<file path="src/rtl/cam_page_mapper.sv">
module cam_page_mapper #(
  parameter int ENTRIES = 16,
  parameter int ROWS    = 4,
  parameter int FNW     = 3,
  parameter int PAGEW   = 15,
  parameter int YHIW    = 3,
  parameter int YLOW    = 4,
  parameter int XW      = 8,
  parameter int BW      = 2,
  localparam int IDXW   = $clog2(ENTRIES),
  localparam int ROWW   = $clog2(ROWS),
  localparam int AW     = FNW + PAGEW + YLOW + XW + BW,
  localparam int PAW    = ROWW + YHIW + YLOW + XW + BW
) (
  input  logic             clk,
  input  logic             rst_n,
  input  logic             wr_en,
  input  logic [IDXW-1:0]  wr_idx,
  input  logic [PAGEW-1:0] wr_tag,
  input  logic             wr_mapout,
  input  logic [ROWW-1:0]  wr_row,
  input  logic [YHIW-1:0]  wr_yhi,
  input  logic             req,
  input  logic [AW-1:0]    laddr,
  output logic [ROWS-1:0]  cs,
  output logic [PAW-1:0]   paddr,
  output logic             fault
);

  localparam int PAGE_LO = YLOW + XW + BW;
  localparam int YLO_LO  = XW + BW;

  logic [PAGEW-1:0] tag_q [ENTRIES];
  logic             mo_q  [ENTRIES];
  logic [ROWW-1:0]  row_q [ENTRIES];
  logic [YHIW-1:0]  yhi_q [ENTRIES];

  always_ff @(posedge clk) begin
    if (!rst_n) begin
      for (int i = 0; i < ENTRIES; i++) begin
        tag_q[i] <= '0;
        mo_q[i]  <= 1'b1;
        row_q[i] <= '0;
        yhi_q[i] <= '0;
      end
    end else if (wr_en) begin
      tag_q[wr_idx] <= wr_tag;
      mo_q[wr_idx]  <= wr_mapout;
      row_q[wr_idx] <= wr_row;
      yhi_q[wr_idx] <= wr_yhi;
    end
  end

  logic [PAGEW-1:0] page;
  logic [ENTRIES-1:0] match;
  logic             hit;
  logic [IDXW-1:0]  sel;
  logic             ok;

  assign page = laddr[PAGE_LO +: PAGEW];

  generate
    for (genvar g = 0; g < ENTRIES; g++) begin : g_cmp
      assign match[g] = (tag_q[g] == page);
    end
  endgenerate

  always_comb begin
    hit = 1'b0;
    sel = '0;
    for (int i = ENTRIES - 1; i >= 0; i--) begin
      if (match[i]) begin
        hit = 1'b1;
        sel = IDXW'(i);
      end
    end
  end

  assign ok    = req & hit & ~mo_q[sel];
  assign cs    = ok ? (ROWS'(1) << row_q[sel]) : '0;
  assign paddr = ok ? {row_q[sel], yhi_q[sel], laddr[YLO_LO +: YLOW], laddr[BW +: XW], laddr[BW-1:0]}
                    : '0;

  always_ff @(posedge clk) begin
    if (!rst_n) fault <= 1'b0;
    else        fault <= req & ~ok;
  end

  AST_CS_ONEHOT0: assert property (@(posedge clk) disable iff (!rst_n) $onehot0(cs));
  AST_CS_ROW: assert property (@(posedge clk) disable iff (!rst_n)
    (|cs) |-> (cs == (ROWS'(1) << paddr[PAW-1 -: ROWW])));
  AST_IDLE_QUIET: assert property (@(posedge clk) disable iff (!rst_n)
    !req |-> (cs == '0 && paddr == '0));
  AST_X_PASS: assert property (@(posedge clk) disable iff (!rst_n)
    (|cs) |-> (paddr[BW +: XW] == laddr[BW +: XW] && paddr[BW-1:0] == laddr[BW-1:0]));
  AST_Y_LOW: assert property (@(posedge clk) disable iff (!rst_n)
    (|cs) |-> (paddr[YLO_LO +: YLOW] == laddr[YLO_LO +: YLOW]));
  AST_FAULT_REFUSED: assert property (@(posedge clk) disable iff (!rst_n)
    (req && cs == '0) |=> fault);
  AST_FAULT_GOOD: assert property (@(posedge clk) disable iff (!rst_n)
    (req && |cs) |=> !fault);
  AST_FAULT_IDLE: assert property (@(posedge clk) disable iff (!rst_n)
    !req |=> !fault);

endmodule

</file>
<file path="config.mk">
export PLATFORM = sky130hd
export DESIGN_NAME = cam_page_mapper
export DESIGN_NICKNAME = d
export VERILOG_FILES = /design/src/rtl/cam_page_mapper.sv
export SDC_FILE = /design/constraint.sdc
export NUM_CORES = 1
export LEC_CHECK = 0
export BUFFER_PORTS_ARGS = -buffer_cell sky130_fd_sc_hd__buf_4
export CAP_MARGIN = 20
export CORE_MARGIN = 10
export CORE_UTILIZATION = 56
export CTS_CLUSTER_SIZE = 8
export DETAILED_ROUTE_END_ITERATION = 10
export HOLD_SLACK_MARGIN = 0.12
export PLACE_DENSITY = 0.76
export SETUP_SLACK_MARGIN = 0.5
export SLEW_MARGIN = 15
export SYNTH_ARGS = -nofsm -noshare
export SYNTH_HDL_FRONTEND = slang
export SYNTH_SLANG_ARGS = --single-unit
</file>
<file path="constraint.sdc">
create_clock -name clk -period 2.83 [get_ports clk]
set_input_delay 0.1415 -clock clk [delete_from_list [all_inputs] [get_ports clk]]
set_output_delay 0.1415 -clock clk [all_outputs]
set_load 0.03 [all_outputs]
</file>
# --- Word-level counts from Yosys, hierarchy flattened ---
# Memory sizes are Yosys's and may differ from the RTL's.
# Index checks and enable logic that the tools add are counted.
totals:
  ff_bits: 1
  latchBits: 0
  ramBits: 336
  romBits: 0
  out_inout_bits: 24
  n_memories: 4
op_classes:
  add_sub_neg: 0
  n_mul: 0
  n_div: 0
  n_lt_le_gt_ge: 0
  eq_ne: 16
  shifts: 1
  muxes: 50
  bitwise_logic: 5
  n_reduce_logical: 4
memory_table:
  columns: ["memory", "words", "word_bits", "read_ports", "rd_ports_with_merged_regs", "wr", "line", "text"]
  rows:
  - ["tag_q", 16, 15, 16, 0, 16, "33", "logic [PAGEW-1:0] tag_q [ENTRIES];"]
  - ["yhi_q", 16, 3, 1, 0, 16, "36", "logic [YHIW-1:0] yhi_q [ENTRIES];"]
  - ["row_q", 16, 2, 1, 0, 16, "35", "logic [ROWW-1:0] row_q [ENTRIES];"]
  - ["mo_q", 16, 1, 1, 0, 16, "34", "logic mo_q [ENTRIES];"]
op_table:
  columns: ["operator", "count"]
  rows:
  - ["15-bit equality test", 16]
  - ["4-bit two-way mux", 21]
  - ["1-bit two-way mux", 25]
  - ["19-bit two-way mux", 1]
  - ["15-bit two-way mux", 1]
  - ["15-bit OR reduction", 1]
  - ["1-bit by 2-bit left shift with 4-bit output, first input constant", 1]
  - ["1-bit bitwise AND", 3]
  - ["3-bit two-way mux", 1]
  - ["3-bit OR reduction", 1]
  - ["2-bit two-way mux", 1]
  - ["1-bit inverter", 2]
  - ["2-bit OR reduction", 1]
  - ["1-bit OR reduction", 1]

# --- Logic depth before layout (Yosys ltp) ---
# Gate-level depths: netlist of the first run.
# An unclocked memory read counts as a cell.
logic_depth:
  ltp_word: 22
  depth_mapped: 16
  mapped_depth_nobuf: 11

# --- Worst setup path after synthesis of the first run ---
# OpenSTA, ideal clock, no wires.
synth_path:
  path_kind: "input port to output port"
  start: "input laddr[18]"
  end: "output cs[2]"
  arrival_ps: 3371
  required_ps: 2689
  setup_slack_ps: -683
  cell_stages: 15
  cell_sequence: "buf_2 buf_6 xnor2_1 nand4_1 nor4_2 o21bai_1 o311ai_1 a21o_1 buf_4 a21oi_2 buf_6 mux2_2 o211ai_1 nand4_2 nor3_1"
synth_via:
  elab_chain_cells: 21
  elab_cells_between_ends: 55
  cone_classes: "eq/ne: 16; shift: 1; mux: 33; bitwise: 3; memory: 2"
synth_rtl:
  columns: ["item", "line", "text"]
  rows:
  - ["from (decl)", "24", "input logic [AW-1:0] laddr,"]
  - ["15-bit equality test", "64", "assign match[g] = (tag_q[g] == page);"]
  - ["4-bit two-way mux (16 in series)", "72", "if (match[i]) begin"]
  - ["memory read 16 x 1 bit", null, null]
  - ["1-bit inverter", "79", "assign ok = req & hit & ~mo_q[sel];"]
  - ["1-bit bitwise AND", "79", null]
  - ["4-bit two-way mux (*)", "80", "assign cs = ok ? (ROWS'(1) << row_q[sel]) : '0;"]
  - ["to (decl)", "25", "output logic [ROWS-1:0] cs,"]
# Every way passes the cells marked *; elsewhere a longest branch is shown, timed or not.

==> results of run 1 <==
==> registers in the layout, indices dropped and copies added (netlist names) <==
signal and cells:
fault 1, yhi_q 48, row_q 32, tag_q 240
mo_q 16
==> worst register-to-register path: cells and delay by family (launching register included) <==
family	cells	cell delay (ns)
and+or+nand+nor	5	1.02
AOI/OAI and AO/OA	4	0.95
buffers and inverters	3	0.43
DFF	1	0.39
muxes	1	0.23
xor gates and xnor gates	1	0.17
==> area by class of cell <==
class | instances | area (µm²)
flip-flops and latches | 337 | 10100
fillers | 1916 | 8780
multi-input cells | 860 | 6650
repair buffers | 272 | 2370
clock buffers | 57 | 1240
well taps | 390 | 488
clock inverters | 3 | 55.1
inverters | 4 | 15.0
diodes | 1 | 2.50
==> worst max-delay path by stage <==
| stage | start | end | slack [ns] | cells past startpoint |
|---|---|---|---|---|
| after floorplan | tag_q[7][5] | cs[0] | -0.40 | 13 |
| after global placement | laddr[20] | cs[0] | -1.06 | 14 |
| after detailed placement | laddr[20] | cs[0] | -1.16 | 14 |
| after CTS | tag_q[7][9] | cs[0] | -1.31 | 15 |
| after global routing | tag_q[6][4] | paddr[14] | -1.46 | 15 |
| final | tag_q[7][8] | paddr[14] | -1.33 | 15 |
==> per-stage QoR <==
stage	cell area [µm²]	util, %	instances	setup WS (ns)	TNS (ns)
final	20900	70.4	1924	-1.33	-29.84
after floorplan	17100	-	1303	-0.397	-3.52
after global routing	20900	70.4	1923	-1.46	-33.16
after CTS	20800	70.0	1919	-1.31	-28.88
after detailed placement	19000	63.8	1829	-1.16	-22.23
after global placement	19000	63.8	1829	-1.06	-20.92
==> Yosys cell counts, types with 5 or more instances <==
library cell and number:
a211oi_1 6, and2_1 338, and3_1 9, buf_2 7, buf_4 15, buf_6 16, clkbuf_1 63, edfxtp_1 336
mux2i_1 12, mux4_2 12, nand2_1 25, nand2b_1 11, nand3_1 22, nand4_1 34, nor2_1 22, nor3_1 12
nor3_2 5, nor4_1 30, o21ai_0 13, or3_1 14, xnor2_1 128, xor2_1 112
==> power groups by stage <==
| stage | combinational, µW | clock (µW) | sequential (µW) |
|---|---|---|---|
| 2_1_floorplan | 584 | 0 | 5970 |
| 3_3_place_gp | 982 | 0 | 5990 |
| 3_5_place_dp | 996 | 0 | 6010 |
| 4_1_cts | 1050 | 5130 | 5920 |
| 5_1_grt | 1130 | 5320 | 5940 |
| 6_report | 1070 | 5110 | 5930 |
==> logic make-up after synthesis <==
kind of cell    after synthesis  share of synthesized area (%)
buf+inv                     106                           3.51
compound gates               52                           2.25
flops                       337                           59.7
simple gates                540                           19.5
mux                          28                           2.57
xor+xnor                    240                           12.4
==> metal layers <==
metal	vias up	wire, µm	part of all wire, %	global-route usage (%)
met5	-	0	0	0
met4	0	1400	2.9	8.46
met3	111	4110	8.6	3.92
met2	590	23400	49	41.6
met1	5683	19100	40	32.5
li1	4985	-	-	-
==> what timing repair did <==
item / 4_1_cts / 5_1_grt
endpoints found under the hold margin: 251 / 0
setup endpoints to repair: 24 / 24
pin swaps: 15 / 13
resized for setup: 59 / 14
hold buffers: 22 / 0
cloned: 0 / 0
buffers inserted: 8 / 4
==> results_dict.tcl, run 1 <==
set metrics [dict create \
    hold_class "in2reg" \
    boundaryPins 85 \
    dieHeight_um 194 \
    clk_pin_slew_ns 0.05 \
    cts_tree "yes" \
    power_frac_comb_pct 8.8 \
    numCtsBuffers 48 \
    syn2layout_area_growth_pct 23.7 \
    min_from "wr_tag[4]" \
    die_x_um 194 \
    cts_buffer_depth 3 \
    synth-seq-cells 337 \
    r2r-end "fault" \
    clock_latency_ns 0.55 \
    slowest_stage "edfxtp_1" \
    grt_max_degree 22 \
    netlist.area_leader.share_pct 59.6 \
    synth_cells 1303 \
    finalHoldViolCount 0 \
    initial_utilization_pct 57.0 \
    min_to "tag_q[14][4]" \
    syn_area_per_cell_um2 13.0 \
    r2r_cells 14 \
    violations "setup timing" \
    p_leak_uw 0.00767 \
    p_seq_share_pct 49.0 \
    async_flop_share_pct 0 \
    grt_util_all_layers_pct 24.9 \
    port_buffers 81 \
    setup_viol 24 \
    ys.flop_type "edfxtp_1" \
    drc_errors 0 \
    routed-via-count 11400 \
    skew_ns 0.0186 \
    post_drt_via_cell_ratio 5.91 \
    layout.nets 1584 \
    period_share_pct 147 \
    firstDrtPassIters 5 \
    slew_headroom_pct 55.5 \
    cp_slowest_stage_delay_ns 0.39 \
    holdWs_ns 0.151 \
    r2r_start "tag_q[7][8]" \
    crit_buf_inv 4 \
    syn-num-nets 1364 \
    synth_warnings 0 \
    critical_path_class "reg2out" \
    switching_share_pct 22.6 \
    ant_nets 0 \
    cellPowerDensity_nw_per_um2 578 \
    row_count 63 \
    design.core.area_um2 29700 \
    total_power_uw 12100 \
    postRouteWirelength_um 48100 \
    p_int_uw 9360 \
    r2r_slack_ns -0.48 \
    final_common_cell "edfxtp_1" \
    antenna_found_initial 0 \
    fmax_ghz 0.240 \
    hold_depth 2 \
    p_sw_uw 2740 \
    synth.distinct_cells 61 \
    max-cap-violations 0 \
    synthTopCellsByArea "edfxtp_1 (60%), and2_1 (12%), xnor2_1 (6.6%)" \
    cp_cell_sequence "xor2_1 -> nor4_2 -> nand4_1 -> nor3_4 -> o311ai_2 -> a21o_1 -> a21oi_4 -> buf_6 -> buf_6 -> mux2i_4 -> o2111a_1 -> and3b_2 -> buf_12 -> and3_4 -> buf_6" \
    cp_common_cell "buf_6" \
    crit_path_max_fanout 19 \
    rsz0062_at_grt "yes" \
    grt_pass1_wl_um 72300 \
    synth-edff-count 336 \
    fin_ws_ns -1.33 \
    startpoint_type "register" \
    status "complete, but fails checks" \
    synth_area_um2 16900 \
    clock_sinks 337 \
    dieArea_um2 37600 \
    synth.largest_area_cell "edfxtp_1" \
    overflow 0 \
    drt_iter0_drc 1135 \
    cts-root-buf "clkbuf_16" \
    post-route-min-period_ns 4.16 \
    end_kind "output port" \
    place_hpwl_um 31200 \
    slew_viol_final 0 \
    tightest_slew_ns 0.665 \
    globalplace.congestion 0.919 \
    max-vdd-ir-drop_mv 0.429 \
    cp.arrival_ns 4.02 \
    drive_gt1_share_pct 26.4 \
    layout_common_cells "edfxtp_1 (336), and2_1 (323), buf_4 (207)" \
    clkPwrFrac_pct 42.2 \
    ys_seq_area_share_pct 59.7 \
    grt_pass1_vias 11700 \
    post_drt_wl_per_cell_um 25.0 \
    cp_data_required_time_ns 2.69 \
    h-tree-depth 2 \
    path_delay_family "simple AND/OR/NAND/NOR gates" \
]
No activity file was read; power rests on OpenSTA's default activity.
==> run 2: changes to the inputs <==
Settings changed: CORE_UTILIZATION 56 to 62, PLACE_DENSITY 0.76 to 0.8.
Clock period 2.83 ns to 4.3 ns, I/O delays scaled along.
==> results_dict.tcl, run 2 (same netlist as run 1, synthesis figures left out) <==
set metrics [dict create \
    max-cap-violations 0 \
    startpoint_type "register" \
    drive_gt1_share_pct 21.4 \
    clk_pin_slew_ns 0.05 \
    dieHeight_um 185 \
    stdcell_count 1761 \
    globalplace.congestion 0.906 \
    cp-startpoint "tag_q[10][3]" \
    design_area_um2 19900 \
    hold_class "in2reg" \
    grt_pass1_wl_um 67900 \
    boundaryPins 85 \
    r2r_start "tag_q[10][3]" \
    postRouteWirelength_um 45700 \
    total_power_uw 7860 \
    r2r_slack_ns 0.95 \
    rsz0062_at_grt "yes" \
    violations "setup timing" \
    placed_area_um2 17800 \
    post-route-min-period_ns 4.31 \
    slew_headroom_pct 27.9 \
    largest_reg_flops 240 \
    setup-tns-final_ns -0.00780 \
    finalHoldViolCount 0 \
    p_sw_uw 1810 \
    r2r-end "fault" \
    crit_path_max_fanout 8 \
    fin_ws_ns -0.00780 \
    syn2layout_area_growth_pct 17.4 \
    skew_ns 0.0138 \
    grt_pass1_vias 11000 \
    slew_viol_final 0 \
    dieArea_um2 34300 \
    numCtsBuffers 48 \
    post_drt_via_cell_ratio 6.24 \
    cts-root-buf "clkbuf_16" \
    cp.arrival_ns 4.09 \
    firstDrtPassIters 5 \
    multi_input_area_um2 6660 \
    max-vdd-ir-drop_mv 0.283 \
    tightest_slew_ns 1.08 \
    layout_common_cells "edfxtp_1 (336), and2_1 (328), xnor2_1 (127)" \
    cellPowerDensity_nw_per_um2 396 \
    cts_tree "yes" \
    setup_viol 1 \
    overflow 0 \
    place_hpwl_um 27800 \
    post_drt_wl_per_cell_um 26.0 \
    drt_iter0_drc 1288 \
    r2r_cells 14 \
    h-tree-depth 2 \
    fmax_ghz 0.232 \
    antenna_cells 0 \
    row_count 60 \
    initial_utilization_pct 63.0 \
    final_common_cell "edfxtp_1" \
    layout.nets 1469 \
    hold_depth 2 \
    power_frac_comb_pct 8.0 \
    min_to "tag_q[6][11]" \
    regMostFlops "tag_q" \
    switching_share_pct 23.0 \
    status "complete, but fails checks" \
    dp_cells 1668 \
    routed-via-count 11000 \
    p_int_uw 6050 \
    cp_data_required_time_ns 4.09 \
    grt_max_degree 23 \
    period_share_pct 100 \
    end_kind "output port" \
    drc_errors 0 \
    grt_util_all_layers_pct 26.6 \
    clock_latency_ns 0.55 \
    cts_buffer_depth 3 \
    ant_nets 0 \
    clock_sinks 337 \
    p_seq_share_pct 49.5 \
    clkPwrFrac_pct 42.4 \
    fillCellCount 1625 \
    design.core.area_um2 26900 \
    die_x_um 185 \
    seq_area_um2 10100 \
    p_leak_uw 0.00711 \
    port_buffers 81 \
    min_from "wr_tag[11]" \
    critical_path_class "reg2out" \
    reg_top3 "tag_q (240), yhi_q (48), row_q (32)" \
    antenna_found_initial 0 \
]
-- run 2: worst max-delay path by stage --
stage | slack, ns | to
2_1_floorplan | 0.64 | cs[2]
3_3_place_gp | 0.28 | cs[1]
3_5_place_dp | 0.17 | cs[1]
4_1_cts | 0.12 | cs[1]
5_1_grt | -0.13 | paddr[14]
6_report | -0.008 | cs[1]
-- run 2: critical path, cell delays in order, from the launching register on --
cell and delay (ns):
edfxtp_1 0.37, xor2_1 0.15, nor4_1 0.32, nand4_1 0.27, nor3_4 0.31, nor4_1 0.15, a21o_4 0.27, a21oi_4 0.17
buf_12 0.14, buf_8 0.12, mux2i_2 0.22, o2111a_1 0.26, and3b_2 0.32, buf_6 0.16, and3_4 0.17, buf_6 0.12
-- run 2: power groups by stage --
stage / registers (µW) / clock network (µW) / logic [µW]
floorplan: 3930 / 0 / 376
global placement: 3940 / 0 / 569
detailed placement: 3950 / 0 / 587
CTS: 3890 / 3340 / 607
global route: 3910 / 3500 / 669
finish: 3890 / 3330 / 632
-- run 2: repair_timing --
item                                    CTS  global route
pin swaps                                25            20
resized for setup                        64            29
hold endpoints to repair                 89             0
buffers inserted                         16             2
endpoints found under the setup margin   23            23
gates cloned                              2             0
hold buffers                              7             0
-- run 2: layer usage --
metal | global-route usage [%] | wire, µm
met4 | 8.62 | 1750
met1 | 33.6 | 17000
met3 | 5.53 | 4600
met5 | 0 | 0
met2 | 44.9 | 22400
-- run 2: layout make-up --
class	instances	share of cell area (%)
inverter	4	0.0756
clock inverter	4	0.271
sequential	337	50.9
tap	341	2.15
timing repair buffer	157	6.87
multi-input combinational	860	33.5
clock buffer	58	6.24
-- run 2: through the flow --
step | utilization, % | setup WS [ns] | hold slack (ns)
floorplan | - | 0.640 | 0.361
global placement | 66.1 | 0.283 | 0.496
detailed placement | 66.3 | 0.173 | 0.501
CTS | 73.0 | 0.120 | 0.148
global route | 73.9 | -0.134 | 0.162
finish | 73.9 | -0.00780 | 0.162
==> run 3: changes to the inputs <==
Settings changed: PLACE_DENSITY 0.8 to 0.82.
==> results_dict.tcl, run 3 (same netlist as run 1, synthesis figures left out) <==
set metrics [dict create \
    slew_viol_final 0 \
    holdWs_ns 0.157 \
    p_sw_uw 1800 \
    r2r_start "tag_q[14][11]" \
    max-vdd-ir-drop_mv 0.309 \
    clock_sinks 337 \
    die_x_um 185 \
    period_share_pct 101 \
    worst-path-stages 13 \
    cp.arrival_ns 4.12 \
    clock_latency_ns 0.55 \
    finalHoldViolCount 0 \
    post-route-min-period_ns 4.33 \
    cts-root-buf "clkbuf_16" \
    dp_cells 1675 \
    port_buffers 81 \
    tightest_slew_ns 1.07 \
    firstDrtPassIters 6 \
    total_power_uw 7890 \
    switching_share_pct 22.9 \
    cp_data_required_time_ns 4.09 \
    cp_slowest_stage_delay_ns 0.44 \
    min_to "tag_q[9][11]" \
    cts_buffer_depth 3 \
    antenna_found_initial 0 \
    max-cap-violations 0 \
    path_delay_family "compound AO/OA/AOI/OAI gates" \
    drive_gt1_share_pct 20.6 \
    initial_utilization_pct 63.0 \
    violations "setup timing" \
    regMostFlops "tag_q" \
    grt_pass1_wl_um 68600 \
    stdcell_count 1760 \
    post_drt_wl_per_cell_um 26.4 \
    fin_ws_ns -0.0343 \
    boundaryPins 85 \
    crit_path_max_fanout 6 \
    clk_pin_slew_ns 0.05 \
    critical_path_class "reg2out" \
    p_seq_share_pct 49.4 \
    r2r-end "fault" \
    syn2layout_area_growth_pct 16.9 \
    dieArea_um2 34300 \
    p_int_uw 6080 \
    postRouteWirelength_um 46400 \
    fmax_ghz 0.231 \
    final_common_cell "edfxtp_1" \
    layout_common_cells "edfxtp_1 (336), and2_1 (324), xnor2_1 (126)" \
    reg_top3 "tag_q (240), yhi_q (48), row_q (32)" \
    grt_max_degree 23 \
    grt_pass1_vias 11100 \
    ant_nets 0 \
    row_count 60 \
    place_ws_ns 0.227 \
    met3_length_um 5730 \
    r2r_cells 13 \
    status "complete, but fails checks" \
    slowest_stage "nor4_4" \
    hold_depth 2 \
    min_from "wr_tag[11]" \
    placed_area_um2 17900 \
    rsz0062_at_grt "yes" \
    crit_buf_inv 2 \
    slew_headroom_pct 28.8 \
    skew_ns 0.0114 \
    cp_cell_sequence "xnor2_2 -> nand4_1 -> nor4_4 -> o21bai_4 -> o311ai_4 -> a21o_1 -> a21oi_2 -> buf_6 -> mux2_4 -> o211ai_1 -> nand4_2 -> nor3b_2 -> buf_4" \
    antenna_cells 0 \
    startpoint_type "register" \
    hold_class "in2reg" \
    drc_errors 0 \
    p_leak_uw 0.00707 \
    wl_met1_um 16300 \
    setup_viol 5 \
    globalplace.congestion 0.895 \
    routed-via-count 11100 \
    drt_iter0_drc 1468 \
    grt_util_all_layers_pct 26.9 \
    clkPwrFrac_pct 42.5 \
    overflow 0 \
    h-tree-depth 2 \
    post_drt_via_cell_ratio 6.33 \
    power_frac_comb_pct 8.1 \
    highest_layer "met4" \
    design_area_um2 19800 \
    dieHeight_um 185 \
    end_kind "output port" \
    design.core.area_um2 26900 \
    numCtsBuffers 48 \
    cellPowerDensity_nw_per_um2 399 \
    layout.nets 1469 \
    wl_met2_um 22600 \
    largest_reg_flops 240 \
    cts_tree "yes" \
    r2r_slack_ns 0.95 \
    place_hpwl_um 28300 \
]
-- run 3: cell types whose count changed in the layout (fill, tap and decap cells not counted), moves of 4 or more --
cell     delta
and2_4      +4
mux2i_1     +4
and2_1      -4
mux2i_2     -6
-- run 3: layer usage --
metal / GRT usage [%] / vias up
met1: 33.9 / 5452
met4: 9.72 / 0
met2: 44.6 / 792
met5: 0 / -
li1: - / 4744
met3: 6.27 / 147
-- run 3: worst max path at each step --
| stage | from | end |
|---|---|---|
| final | tag_q[14][11] | cs[0] |
| after global routing | tag_q[14][11] | cs[0] |
| after CTS | tag_q[14][8] | cs[0] |
| after detailed placement | laddr[18] | cs[0] |
| after global placement | laddr[24] | cs[0] |
| after floorplan | laddr[18] | cs[2] |
-- run 3: worst reg2reg max path, delay by kind of cell, from the launching register on --
family / cells / cell delay (ns)
buffers and inverters: 2 / 0.39
DFF: 1 / 0.43
muxes: 1 / 0.27
xor gates and xnor gates: 1 / 0.17
AOI/OAI and AO/OA: 5 / 1.08
and+or+nand+nor: 4 / 0.89
-- run 3: area by class of cell --
cell class,instances,area (µm²)
clock buffer,58,1260
clock inverter,3,48.8
fill,1624,7100
inverter,4,15.0
multi-input combinational,860,6590
sequential,337,10100
tap,341,427
timing repair buffer,157,1330
-- run 3: power groups by stage --
stage,clock network (µW),registers (µW),logic (µW)
final,3350,3900,636
after global routing,3510,3910,667
after CTS,3350,3900,612
after detailed placement,0,3950,589
after global placement,0,3940,576
after floorplan,0,3930,376
-- run 3: what timing repair did --
action | 4_1_cts | 5_1_grt
endpoints found under the setup margin | 23 | 23
pin swaps | 22 | 28
hold endpoints to repair | 86 | 0
hold buffers | 7 | 0
resized for setup | 41 | 40
cloned | 1 | 0
setup buffers | 10 | 5
-- run 3: per-stage QoR --
step | utilization, % | setup TNS (ns)
global placement | 66.3 | 0
finish | 73.6 | -0.0822
detailed placement | 66.5 | 0
global route | 73.6 | -0.750
floorplan | - | 0
CTS | 72.7 | 0
